--- src/rtl/mask_andn_pkg.sv ---
// Package: shared encodings for the opmask AND-NOT unit.
// Assumes the mask file is 64 bits wide and the width codes are ordered 8..64.
package mask_andn_pkg;
    localparam logic [7:0] OPC_ANDN = 8'h42;

    typedef enum logic [1:0] {
        PFX_NONE = 2'b00,
        PFX_66   = 2'b01,
        PFX_F3   = 2'b10,
        PFX_F2   = 2'b11
    } pfx_e;

    typedef enum logic [1:0] {
        WID_8  = 2'd0,
        WID_16 = 2'd1,
        WID_32 = 2'd2,
        WID_64 = 2'd3
    } wid_e;
endpackage

--- src/rtl/mask_andn_decode.sv ---
// Decoder: checks the instruction fields, picks the operand width and
// extracts the three register indices. Purely combinational.
// Assumes the index fields are already 3 bits (no register extension).
module mask_andn_decode
    import mask_andn_pkg::*;
#(
    parameter int IDX_W = 3
) (
    input  logic             valid_i,
    input  logic             len_i,
    input  logic [1:0]       pfx_i,
    input  logic             w_i,
    input  logic [3:0]       vvvv_n_i,
    input  logic [7:0]       opc_i,
    input  logic [7:0]       modrm_i,
    output logic             legal_o,
    output logic             fault_o,
    output wid_e             wid_o,
    output logic [IDX_W-1:0] src1_o,
    output logic [IDX_W-1:0] src2_o,
    output logic [IDX_W-1:0] dst_o
);
    logic opc_ok, mode_ok, pfx_ok, spec_ok;

    // Field legality checks.
    always_comb begin
        opc_ok  = (opc_i == OPC_ANDN);
        mode_ok = (modrm_i[7:6] == 2'b11);
        pfx_ok  = (pfx_i == PFX_NONE) || (pfx_i == PFX_66);
        spec_ok = vvvv_n_i[3];
        legal_o = valid_i && len_i && opc_ok && mode_ok && pfx_ok && spec_ok;
        fault_o = valid_i && !legal_o;
    end

    // Width selection from W and the prefix selector.
    always_comb begin
        unique case ({w_i, pfx_i[0]})
            2'b00:   wid_o = WID_16;
            2'b01:   wid_o = WID_8;
            2'b10:   wid_o = WID_64;
            default: wid_o = WID_32;
        endcase
    end

    // Register index extraction; the first source is stored inverted.
    always_comb begin
        src1_o = IDX_W'(~vvvv_n_i[2:0]);
        src2_o = IDX_W'(modrm_i[2:0]);
        dst_o  = IDX_W'(modrm_i[5:3]);
    end
endmodule

--- src/rtl/mask_andn_alu.sv ---
// Datapath: (NOT a) AND b, cut to the selected width, upper bits cleared.
// One candidate per width is built in a generate loop and selected by code.
// Assumes MASK_W is 64 so the four widths 8..64 all fit.
module mask_andn_alu
    import mask_andn_pkg::*;
#(
    parameter int MASK_W = 64
) (
    input  logic [MASK_W-1:0] a_i,
    input  logic [MASK_W-1:0] b_i,
    input  wid_e              wid_i,
    output logic [MASK_W-1:0] res_o
);
    localparam int NUM_WID = 4;

    logic [MASK_W-1:0] raw;
    logic [MASK_W-1:0] cand [NUM_WID];

    // Full-width AND-NOT before trimming.
    always_comb raw = (~a_i) & b_i;

    for (genvar g = 0; g < NUM_WID; g++) begin : g_lane
        localparam int LW = 8 << g;
        localparam logic [MASK_W-1:0] LMASK =
            (LW >= MASK_W) ? {MASK_W{1'b1}} : ((MASK_W'(1) << LW) - MASK_W'(1));
        // Trim the raw result to this lane's width.
        always_comb cand[g] = raw & LMASK;
    end

    // Pick the lane for the decoded width.
    always_comb res_o = cand[wid_i];
endmodule

--- src/rtl/mask_andn_regfile.sv ---
// Mask register file: two combinational source reads, one observation read,
// one synchronous write. Entries reset to a seed rotated by 8*i bits.
// Assumes a single write per cycle.
module mask_andn_regfile #(
    parameter int              MASK_W   = 64,
    parameter int              NUM_REGS = 8,
    parameter logic [MASK_W-1:0] SEED   = 64'h0123_4567_89AB_CDEF,
    localparam int             IDX_W    = $clog2(NUM_REGS)
) (
    input  logic                       clk,
    input  logic                       rst_n,
    input  logic                       we_i,
    input  logic [IDX_W-1:0]           waddr_i,
    input  logic [MASK_W-1:0]          wdata_i,
    input  logic [IDX_W-1:0]           ra1_i,
    input  logic [IDX_W-1:0]           ra2_i,
    input  logic [IDX_W-1:0]           ra3_i,
    output logic [MASK_W-1:0]          rd1_o,
    output logic [MASK_W-1:0]          rd2_o,
    output logic [MASK_W-1:0]          rd3_o,
    output logic [NUM_REGS*MASK_W-1:0] all_o
);
    logic [MASK_W-1:0] ent [NUM_REGS];

    function automatic logic [MASK_W-1:0] rotl(input logic [MASK_W-1:0] x, input int s);
        int k;
        k = s % MASK_W;
        return (k == 0) ? x : ((x << k) | (x >> (MASK_W - k)));
    endfunction

    for (genvar i = 0; i < NUM_REGS; i++) begin : g_ent
        localparam logic [MASK_W-1:0] RST_VAL = rotl(SEED, 8 * i);
        // Hold, reset or overwrite entry i.
        always_ff @(posedge clk) begin
            if (!rst_n)
                ent[i] <= RST_VAL;
            else if (we_i && (waddr_i == IDX_W'(i)))
                ent[i] <= wdata_i;
        end
        // Flatten entry i for observation.
        always_comb all_o[i*MASK_W +: MASK_W] = ent[i];
    end

    // Combinational read ports.
    always_comb begin
        rd1_o = ent[ra1_i];
        rd2_o = ent[ra2_i];
        rd3_o = ent[ra3_i];
    end
endmodule

--- src/rtl/mask_andn_unit.sv ---
// Top: opmask AND-NOT execute unit. Decodes the fields, reads two sources,
// computes the trimmed AND-NOT and writes it back on the next edge unless
// the encoding faults. Assumes one operation per cycle with no stalls.
module mask_andn_unit
    import mask_andn_pkg::*;
#(
    parameter int          MASK_W   = 64,
    parameter int          NUM_REGS = 8,
    parameter logic [63:0] SEED     = 64'h0123_4567_89AB_CDEF,
    localparam int         IDX_W    = $clog2(NUM_REGS)
) (
    input  logic              clk,
    input  logic              rst_n,
    input  logic              valid_i,
    input  logic              len_i,
    input  logic [1:0]        pfx_i,
    input  logic              w_i,
    input  logic [3:0]        vvvv_n_i,
    input  logic [7:0]        opc_i,
    input  logic [7:0]        modrm_i,
    input  logic [IDX_W-1:0]  rd_idx_i,
    output logic              fault_o,
    output logic [MASK_W-1:0] res_o,
    output logic [MASK_W-1:0] rd_data_o
);
    logic                       legal;
    wid_e                       wid;
    logic [IDX_W-1:0]           src1, src2, dst;
    logic [MASK_W-1:0]          a_val, b_val;
    logic [NUM_REGS*MASK_W-1:0] file_flat;

    mask_andn_decode #(.IDX_W(IDX_W)) u_dec (
        .valid_i (valid_i),
        .len_i   (len_i),
        .pfx_i   (pfx_i),
        .w_i     (w_i),
        .vvvv_n_i(vvvv_n_i),
        .opc_i   (opc_i),
        .modrm_i (modrm_i),
        .legal_o (legal),
        .fault_o (fault_o),
        .wid_o   (wid),
        .src1_o  (src1),
        .src2_o  (src2),
        .dst_o   (dst)
    );

    mask_andn_regfile #(.MASK_W(MASK_W), .NUM_REGS(NUM_REGS), .SEED(SEED)) u_rf (
        .clk    (clk),
        .rst_n  (rst_n),
        .we_i   (legal),
        .waddr_i(dst),
        .wdata_i(res_o),
        .ra1_i  (src1),
        .ra2_i  (src2),
        .ra3_i  (rd_idx_i),
        .rd1_o  (a_val),
        .rd2_o  (b_val),
        .rd3_o  (rd_data_o),
        .all_o  (file_flat)
    );

    mask_andn_alu #(.MASK_W(MASK_W)) u_alu (
        .a_i  (a_val),
        .b_i  (b_val),
        .wid_i(wid),
        .res_o(res_o)
    );
endmodule

--- config.mk ---
export PLATFORM = sky130hd
export DESIGN_NAME = mask_andn_unit
export DESIGN_NICKNAME = d
export VERILOG_FILES = /design/src/rtl/mask_andn_pkg.sv /design/src/rtl/mask_andn_decode.sv /design/src/rtl/mask_andn_alu.sv /design/src/rtl/mask_andn_regfile.sv /design/src/rtl/mask_andn_unit.sv
export SDC_FILE = /design/constraint.sdc
export NUM_CORES = 1
export LEC_CHECK = 0
export BUFFER_PORTS_ARGS = -buffer_cell sky130_fd_sc_hd__buf_2
export CORE_MARGIN = 4
export CORE_UTILIZATION = 45
export CTS_BUF_LIST = sky130_fd_sc_hd__clkbuf_16
export DETAILED_ROUTE_END_ITERATION = 10
export PLACE_DENSITY_LB_ADDON = 0.1
export SETUP_SLACK_MARGIN = 0.3
export SYNTH_ARGS = -nofsm -noshare
export SYNTH_HDL_FRONTEND = slang
export SYNTH_SLANG_ARGS = --single-unit
export TNS_END_PERCENT = 30
--- constraint.sdc ---
create_clock -name clk -period 10 [get_ports clk]
set_input_delay 2 -clock clk [delete_from_list [all_inputs] [get_ports clk]]
set_output_delay 2 -clock clk [all_outputs]
set_load 0.05 [all_outputs]
==> results of run 1 <==
metrics by stage:
step                      cells  worst slack (ns)  power (mW)
after floorplan            2154              2.08        3.12
after global placement     3041              3.07        3.32
after detailed placement   3041              3.04        3.33
after CTS                  3145              3.04        5.35
after global routing       3145              2.89        5.48
final                      3146              3.03        5.32
cells in the final DEF, fill, tap and decap left out, types with 3 or more instances in the layout:
cell type,count
a21oi_1,35
a22o_1,14
a22oi_1,35
buf_2,150
buf_4,51
buf_6,3
bufinv_16,4
clkbuf_16,59
clkinv_1,15
clkinv_2,12
edfxtp_1,512
inv_1,69
mux2_2,93
mux2i_1,186
mux2i_2,30
mux2i_4,3
mux4_2,286
nand2_1,280
nand2b_1,17
nand4_2,6
nand4_4,30
nor2_1,207
nor3_1,28
nor3_2,35
o211ai_2,10
o21a_1,12
o21ai_0,16
o21ai_4,6
o221ai_2,12
o22ai_1,16
or3_2,6
final cells by class:
cell class | count | area (sq um) | area share (%)
multi-input cells | 1391 | 14600 | 42.5
well taps | 873 | 1090 | 3.19
clock buffers | 59 | 1480 | 4.31
inverters | 57 | 214 | 0.624
diodes | 1 | 2.50 | 0.00730
repair buffers | 208 | 1240 | 3.61
clock inverters | 45 | 298 | 0.869
flip-flops and latches | 512 | 15400 | 44.9
routing by layer:
layer / vias to the layer above / global-route usage (%) / wire (microns)
met5: - / 0 / 0
met4: 0 / 7.03 / 2430
met3: 170 / 5.09 / 8080
met2: 981 / 45.3 / 49600
met1: 10956 / 36.2 / 39200
li1: 8580 / - / -
critical path: stages:
cell,delay [ns]
buf_6,0.75
buf_4,0.72
mux4_2,0.42
mux2i_2,0.22
nand4_4,0.20
inv_1,0.23
buf_2,0.31
kinds of logic after synthesis:
| kind of cell | after synthesis | synth area share [%] |
|---|---|---|
| mux | 598 | 31.7 |
| buf+inv | 251 | 3.93 |
| flops | 512 | 49.6 |
| compound gates | 164 | 4.04 |
| simple gates | 629 | 10.7 |
where the power goes:
group          switching (mW)  total (mW)  internal (mW)
combinational           0.536       0.823          0.288
clock                   0.879        2.04           1.16
sequential             0.0430        2.46           2.41
worst paths after layout:
path                                       from         endpoint  slack, ns  cells past startpoint
worst max-delay path                vvvv_n_i[1]        res_o[11]       3.03                      7
worst min-delay path            u_rf.ent[2][14]  u_rf.ent[5][14]       0.88                      4
worst max register to register  u_rf.ent[4][28]  u_rf.ent[0][28]       8.08                      4
worst min register to register  u_rf.ent[2][14]  u_rf.ent[5][14]       0.88                      4
==> impl_metrics.json, run 1 <==
{
  "ys_async_sr_fraction_pct": 0,
  "die_h_microns": 270,
  "synth_area_leaders": "edfxtp_1 50%, mux4_2 21%, mux2i_1 6.0%, nand2_1 3.4%, mux2_2 3.4%",
  "antenna_found_initial": 1,
  "ios": 159,
  "rows": 95,
  "p_leak_nw": 11.3,
  "syn_to_final_growth_pct": 10.6,
  "cts_max_level": 2,
  "nFillCells": 5753,
  "rsz0062_at_grt": "no",
  "clock-sinks": 512,
  "min_period_ns": 6.97,
  "totalWireLength_mm": 99.3,
  "syn_area_sq_um": 31000,
  "viasPerCell": 6.58,
  "final_core_util_pct": 50.6,
  "critPathArrivalTime_ns": 4.97,
  "fmax_ghz": 0.143,
  "endpoint_kind": "output pin",
  "postRouteAntennaNets": 0,
  "max_slew_margin_pct": 16.3,
  "synth_edf_count": 512,
  "synth_cells": 2154,
  "postCtsSetupRepairBufs": 0,
  "postLayoutCellArea_sq_um": 34300,
  "core-area_sq_um": 67800,
  "crit_type": "input pin to output pin",
  "grt_pass1_wl_mm": 146,
  "syn_nets": 2184,
  "drv_cap": 0,
  "cts_tree": "done",
  "path_clk_slew_ns": 0.06,
  "syn_area_per_cell_sq_um": 14.4,
  "start_util_pct": 45.7,
  "die_area_sq_um": 73100,
  "ys_types": 42,
  "grt_max_degree": 97,
  "insertion_delay_ns": 0.63,
  "cts_buffers": 57,
  "synth_top_cells_by_count": "512 x edfxtp_1, 286 x mux4_2, 280 x nand2_1",
  "finalWeightedCongestion": 0.798,
  "cellPowerDensity_nw_per_um2": 155,
  "reg_top3": "u_rf.ent x512",
  "setup-violations-final": 0,
  "clockBufferDepth": 3,
  "routedWlPerCell_microns": 31.5,
  "critical_path_peak_fanout": 91,
  "hold_buffers": 0,
  "fin_hold_ws_ns": 0.884,
  "drtPass1Iterations": 5,
  "numPortBuffers": 158,
  "nNetsFinal": 2257,
  "yosys.area.top_type": "edfxtp_1",
  "regMostFlops": "u_rf.ent",
  "worst-slew-pin-transition_ns": 1.25,
  "status": "complete, no violations",
  "yosysSeqAreaShare_pct": 49.6,
  "ir_worst_vdd_mv": 0.116,
  "grt.total_usage_pct": 26.9,
  "grt_pass1_vias": 21823,
  "fin_skew_ns": 0.0138,
  "first_iter_violations": 2161,
  "vias": 20687,
  "finalCritPeriodShare_pct": 69.7,
  "min_path_type": "flip-flop to flip-flop",
  "cts_resized": 0,
  "drc": 0,
  "largest_reg_flops": 512,
  "yosysWarnings": 0,
  "worst_ep_required_time_ns": 8.00,
  "synth-main-ff-cell": "edfxtp_1",
  "maxSlewViolCount": 0,
  "hold_viol": 0,
  "cp-start-kind": "input pin",
  "place_area_sq_um": 32500,
  "gr-total-overflow": 0,
  "dp_hpwl_mm": 52.6,
  "cts_root_buffer": "clkbuf_16",
  "yosysTopAreaCellShare_pct": 49.6,
  "synth_seq_cells": 512,
  "synth_most_common_cell": "edfxtp_1",
  "dieWidth_microns": 270,
  "timing.setup.tns_ns": 0,
  "drive_above_1_share_pct": 36.0
}
Note: power is estimated with default switching activity, not from simulation.
==> run 2, diff against run 1 <==
==> constraint.sdc (replaced) <==
create_clock -name clk -period 7.3 [get_ports clk]
set_input_delay 1.46 -clock clk [delete_from_list [all_inputs] [get_ports clk]]
set_output_delay 1.46 -clock clk [all_outputs]
set_load 0.05 [all_outputs]
==> impl_metrics.json, run 2 (synthesis results as in run 1) <==
{
  "reg2reg_depth": 3,
  "crit_type": "input pin to output pin",
  "rows": 95,
  "cts_buffers": 56,
  "cts_tree": "done",
  "cellPowerDensity_nw_per_um2": 208,
  "ios": 159,
  "critPathArrivalTime_ns": 4.71,
  "critPathSlowestCell": "a2111oi_0",
  "worst_ep_required_time_ns": 5.84,
  "min_period_ns": 6.17,
  "dp_hpwl_mm": 54.6,
  "rr_endpoint": "u_rf.ent[5][12]",
  "p_comb_share_pct": 15.9,
  "routedWlPerCell_microns": 31.8,
  "syn_to_final_growth_pct": 10.7,
  "clockBufferDepth": 3,
  "start_util_pct": 45.7,
  "maxSlewViolCount": 0,
  "power.internal_mw": 5.18,
  "rrSetupSlack_ns": 5.32,
  "ir_worst_vdd_mv": 0.169,
  "first_iter_violations": 1888,
  "setup-violations-final": 0,
  "path_clk_slew_ns": 0.06,
  "antenna_cells": 0,
  "drive_above_1_share_pct": 36.6,
  "grt.total_usage_pct": 26.9,
  "place_ws_ns": 1.20,
  "die_area_sq_um": 73100,
  "vias": 20672,
  "min_path_cells": 4,
  "cts_root_buffer": "clkbuf_16",
  "drv_cap": 0,
  "postCtsSetupRepairBufs": 0,
  "min_path_type": "flip-flop to flip-flop",
  "endpoint_kind": "output pin",
  "core-area_sq_um": 67800,
  "cp_cell_sequence": "buf_4, buf_4, nor2b_1, a2111oi_0, buf_2",
  "cp_common_cell": "buf_4",
  "dp.cells": 3055,
  "critPathBufInv": 3,
  "p_leak_nw": 11.3,
  "clockPowerShare_pct": 37.0,
  "cts_resized": 0,
  "p_sw_mw": 1.97,
  "fin_ws_ns": 1.13,
  "r2r_start": "u_rf.ent[7][12]",
  "regMostFlops": "u_rf.ent",
  "drtPass1Iterations": 5,
  "finalCritPeriodShare_pct": 84.5,
  "viasPerCell": 6.55,
  "grt_pass1_wl_mm": 145,
  "min-delay-start": "u_rf.ent[2][55]",
  "postRouteAntennaNets": 0,
  "final_common_cell": "edfxtp_1",
  "reg_top3": "u_rf.ent x512",
  "fin_hold_ws_ns": 0.872,
  "fin_skew_ns": 0.0140,
  "final_core_util_pct": 50.6,
  "hold_buffers": 0,
  "die_h_microns": 270,
  "drc": 0,
  "grt_max_degree": 125,
  "final_cell_mix": "512 x edfxtp_1, 286 x mux4_2, 280 x nand2_1, 207 x nor2_1, 186 x mux2i_1",
  "finalWeightedCongestion": 0.805,
  "cp-start-kind": "input pin",
  "crit_family": "buffers and inverters",
  "instances_no_fill": 3154,
  "max_slew_margin_pct": 6.33,
  "critical_path_peak_fanout": 35,
  "seqPwrFrac_pct": 47.1,
  "whs_endpoint": "u_rf.ent[3][55]",
  "sw_frac_of_total_pct": 27.5,
  "totalWireLength_mm": 100,
  "dieWidth_microns": 270,
  "largest_reg_flops": 512,
  "numPortBuffers": 158,
  "timing.setup.tns_ns": 0,
  "nNetsFinal": 2270,
  "hold_viol": 0,
  "fmax_ghz": 0.162,
  "cts_max_level": 2,
  "status": "complete, no violations",
  "grt_pass1_vias": 21411,
  "antenna_found_initial": 1,
  "insertion_delay_ns": 0.62,
  "gr-total-overflow": 0,
  "critPathMaxStageDelay_ns": 1.18,
  "worst-slew-pin-transition_ns": 1.37,
  "rsz0062_at_grt": "no",
  "clock-sinks": 512
}
-- run 2: cell count changes in the layout (fill, tap and decap cells not counted), sizes merged --
cell and change:
bufinv -2, inv -3, clkbuf -2, diode -1, clkinv +2, buf +14
-- run 2: per-layer routing --
layer | global-route usage (%) | vias to the layer above | part of all wire (%)
li1 | - | 8584 | -
met5 | 0 | - | 0
met3 | 5.65 | 175 | 9.0
met1 | 35.7 | 10829 | 39
met4 | 7.19 | 0 | 2.7
met2 | 45.2 | 1084 | 49
-- run 2: power groups by stage --
stage               clock, mW  sequential [mW]  combinational [mW]
floorplan                   0             3.42               0.852
global placement            0             3.42                1.13
detailed placement          0             3.42                1.14
CTS                      2.68             3.36                1.14
global route             2.80             3.37                1.19
finish                   2.64             3.37                1.14
-- run 2: worst max-delay path by stage --
stage	depth (start not counted)	startpoint	slack, ns	endpoint
CTS	5	vvvv_n_i[2]	1.20	res_o[12]
global route	7	vvvv_n_i[0]	1.10	res_o[36]
detailed placement	5	vvvv_n_i[2]	1.20	res_o[12]
finish	5	vvvv_n_i[2]	1.13	res_o[12]
global placement	5	vvvv_n_i[2]	1.32	res_o[12]
floorplan	4	opc_i[2]	0.12	u_rf.ent[1][0]
-- run 2: layout make-up --
| cell class | count | area, sq um |
|---|---|---|
| Tap cell | 873 | 1090 |
| Fill cell | 5733 | 33400 |
| Clock buffer | 57 | 1430 |
| Sequential cell | 512 | 15400 |
| Inverter | 57 | 214 |
| Multi-Input combinational cell | 1391 | 14600 |
| Clock inverter | 42 | 239 |
| Timing Repair Buffer | 222 | 1380 |
-- run 2: worst reg2reg max path, delay by kind of cell, from the launching register on --
| kind | cells | cell delay [ns] |
|---|---|---|
| mux | 2 | 1.13 |
| flops | 1 | 0.43 |
| simple gates | 1 | 0.14 |
-- run 2: through the flow --
| step | total power, mW | area (sq um) |
|---|---|---|
| floorplan | 4.27 | 31000 |
| global placement | 4.55 | 32600 |
| detailed placement | 4.57 | 32600 |
| CTS | 7.19 | 34300 |
| global route | 7.36 | 34300 |
| finish | 7.14 | 34300 |
==> run 3, diff against run 2 <==
==> constraint.sdc (replaced) <==
create_clock -name clk -period 6.03 [get_ports clk]
set_input_delay 1.206 -clock clk [delete_from_list [all_inputs] [get_ports clk]]
set_output_delay 1.206 -clock clk [all_outputs]
set_load 0.05 [all_outputs]
==> impl_metrics.json, run 3 (synthesis results as in run 1) <==
{
  "final_cell_mix": "512 x edfxtp_1, 286 x mux4_2, 280 x nand2_1, 208 x nor2_1, 186 x mux2i_1",
  "ios": 159,
  "min-delay-start": "u_rf.ent[2][47]",
  "timing.setup.tns_ns": 0,
  "nNetsFinal": 2272,
  "hold_viol": 0,
  "wl_met2_mm": 48.5,
  "core-area_sq_um": 67800,
  "rows": 95,
  "cts_root_buffer": "clkbuf_16",
  "whs_endpoint": "u_rf.ent[4][47]",
  "fin_hold_ws_ns": 0.874,
  "routedWlPerCell_microns": 31.6,
  "cts_buffers": 57,
  "fin_skew_ns": 0.0180,
  "final_common_cell": "edfxtp_1",
  "critPathSlowestCell": "buf_4",
  "clock-sinks": 512,
  "seqPwrFrac_pct": 47.2,
  "largest_reg_flops": 512,
  "antenna_found_initial": 0,
  "first_iter_violations": 2109,
  "p_sw_mw": 2.39,
  "min_path_cells": 4,
  "postLayoutCellArea_sq_um": 34400,
  "syn_to_final_growth_pct": 11.2,
  "p_leak_nw": 11.4,
  "worst_ep_required_time_ns": 4.82,
  "critical_path_peak_fanout": 44,
  "reg2reg_depth": 3,
  "start_util_pct": 45.7,
  "clockPowerShare_pct": 36.7,
  "wl_met3_mm": 8.58,
  "final_core_util_pct": 50.8,
  "numPortBuffers": 158,
  "grt_max_degree": 89,
  "max_slew_margin_pct": 39.3,
  "cp_cell_sequence": "buf_4, buf_4, mux2i_1, a2111oi_0, buf_4, buf_2",
  "finalWeightedCongestion": 0.782,
  "r2r_start": "u_rf.ent[6][20]",
  "setup-violations-final": 0,
  "drv_cap": 0,
  "die_area_sq_um": 73100,
  "gr-total-overflow": 0,
  "cts_resized": 0,
  "p_comb_share_pct": 16.1,
  "maxSlewViolCount": 0,
  "highest_layer": "met4",
  "setup.worst_path.start": "modrm_i[2]",
  "cellPowerDensity_nw_per_um2": 250,
  "vias": 20769,
  "status": "complete, no violations",
  "ir_worst_vdd_mv": 0.210,
  "instances_no_fill": 3159,
  "antenna_cells": 0,
  "grt_pass1_vias": 21863,
  "hold_buffers": 0,
  "regMostFlops": "u_rf.ent",
  "postCtsSetupRepairBufs": 0,
  "critPathArrivalTime_ns": 3.70,
  "viasPerCell": 6.57,
  "dieWidth_microns": 270,
  "endpoint_kind": "output pin",
  "worst-slew-pin-transition_ns": 0.910,
  "power.internal_mw": 6.23,
  "path_clk_slew_ns": 0.06,
  "cts_max_level": 2,
  "fmax_ghz": 0.204,
  "postRouteAntennaNets": 0,
  "drtPass1Iterations": 6,
  "dp_hpwl_mm": 53.2,
  "grt_pass1_wl_mm": 146,
  "reg_top3": "u_rf.ent x512",
  "nFillCells": 5762,
  "wl_met1_mm": 39.2,
  "rrSetupSlack_ns": 4.07,
  "drc": 0,
  "drive_above_1_share_pct": 36.0,
  "cp-start-kind": "input pin",
  "finalCritPeriodShare_pct": 81.4,
  "cp_common_cell": "buf_4",
  "clockBufferDepth": 3,
  "sw_frac_of_total_pct": 27.7,
  "place_area_sq_um": 32800,
  "dp.cells": 3056,
  "seq_area_sq_um": 15400,
  "die_h_microns": 270,
  "grt.total_usage_pct": 27.0,
  "rr_endpoint": "u_rf.ent[4][20]",
  "insertion_delay_ns": 0.62,
  "rsz0062_at_grt": "no",
  "min_period_ns": 4.91,
  "totalWireLength_mm": 99.8,
  "crit_type": "input pin to output pin",
  "critPathMaxStageDelay_ns": 0.71,
  "multi_input_area_sq_um": 14600,
  "min_path_type": "flip-flop to flip-flop",
  "cts_tree": "done"
}
[run 3: area by class of cell]
class                           instances  share of cell area, %
Sequential cell                       512                   44.6
Clock inverter                         46                  0.647
Multi-Input combinational cell       1391                   42.3
Clock buffer                           57                   4.14
Timing Repair Buffer                  223                   4.46
Tap cell                              873                   3.17
Inverter                               57                  0.621
[run 3: power groups by stage]
stage / combinational (mW) / clock [mW] / sequential (mW)
floorplan: 1.03 / 0 / 4.14
global placement: 1.38 / 0 / 4.14
detailed placement: 1.40 / 0 / 4.14
CTS: 1.40 / 3.22 / 4.07
global route: 1.46 / 3.36 / 4.08
finish: 1.39 / 3.16 / 4.07
[run 3: routing by layer]
metal  GRT usage [%]  vias up
li1                -     8605
met1            36.3    10868
met2            44.2     1078
met3            5.50      218
met4            8.87        0
met5               0        -
[run 3: worst max-delay path by stage]
stage	to	depth (start not counted)
6_report	res_o[12]	6
2_1_floorplan	u_rf.ent[1][0]	4
5_1_grt	res_o[12]	6
3_5_place_dp	res_o[12]	6
3_3_place_gp	res_o[44]	7
4_1_cts	res_o[12]	6
[run 3: stage by stage]
| step | worst slack, ns | power, mW |
|---|---|---|
| floorplan | -0.893 | 5.17 |
| global placement | 1.30 | 5.52 |
| detailed placement | 1.15 | 5.54 |
| CTS | 1.14 | 8.69 |
| global route | 0.986 | 8.90 |
| finish | 1.12 | 8.63 |
[run 3: worst max-delay path, delay by kind of cell]
kind,cells,cell delay [ns]
buffers and inverters,4,1.45
AOI/OAI and AO/OA,1,0.62
muxes,1,0.40
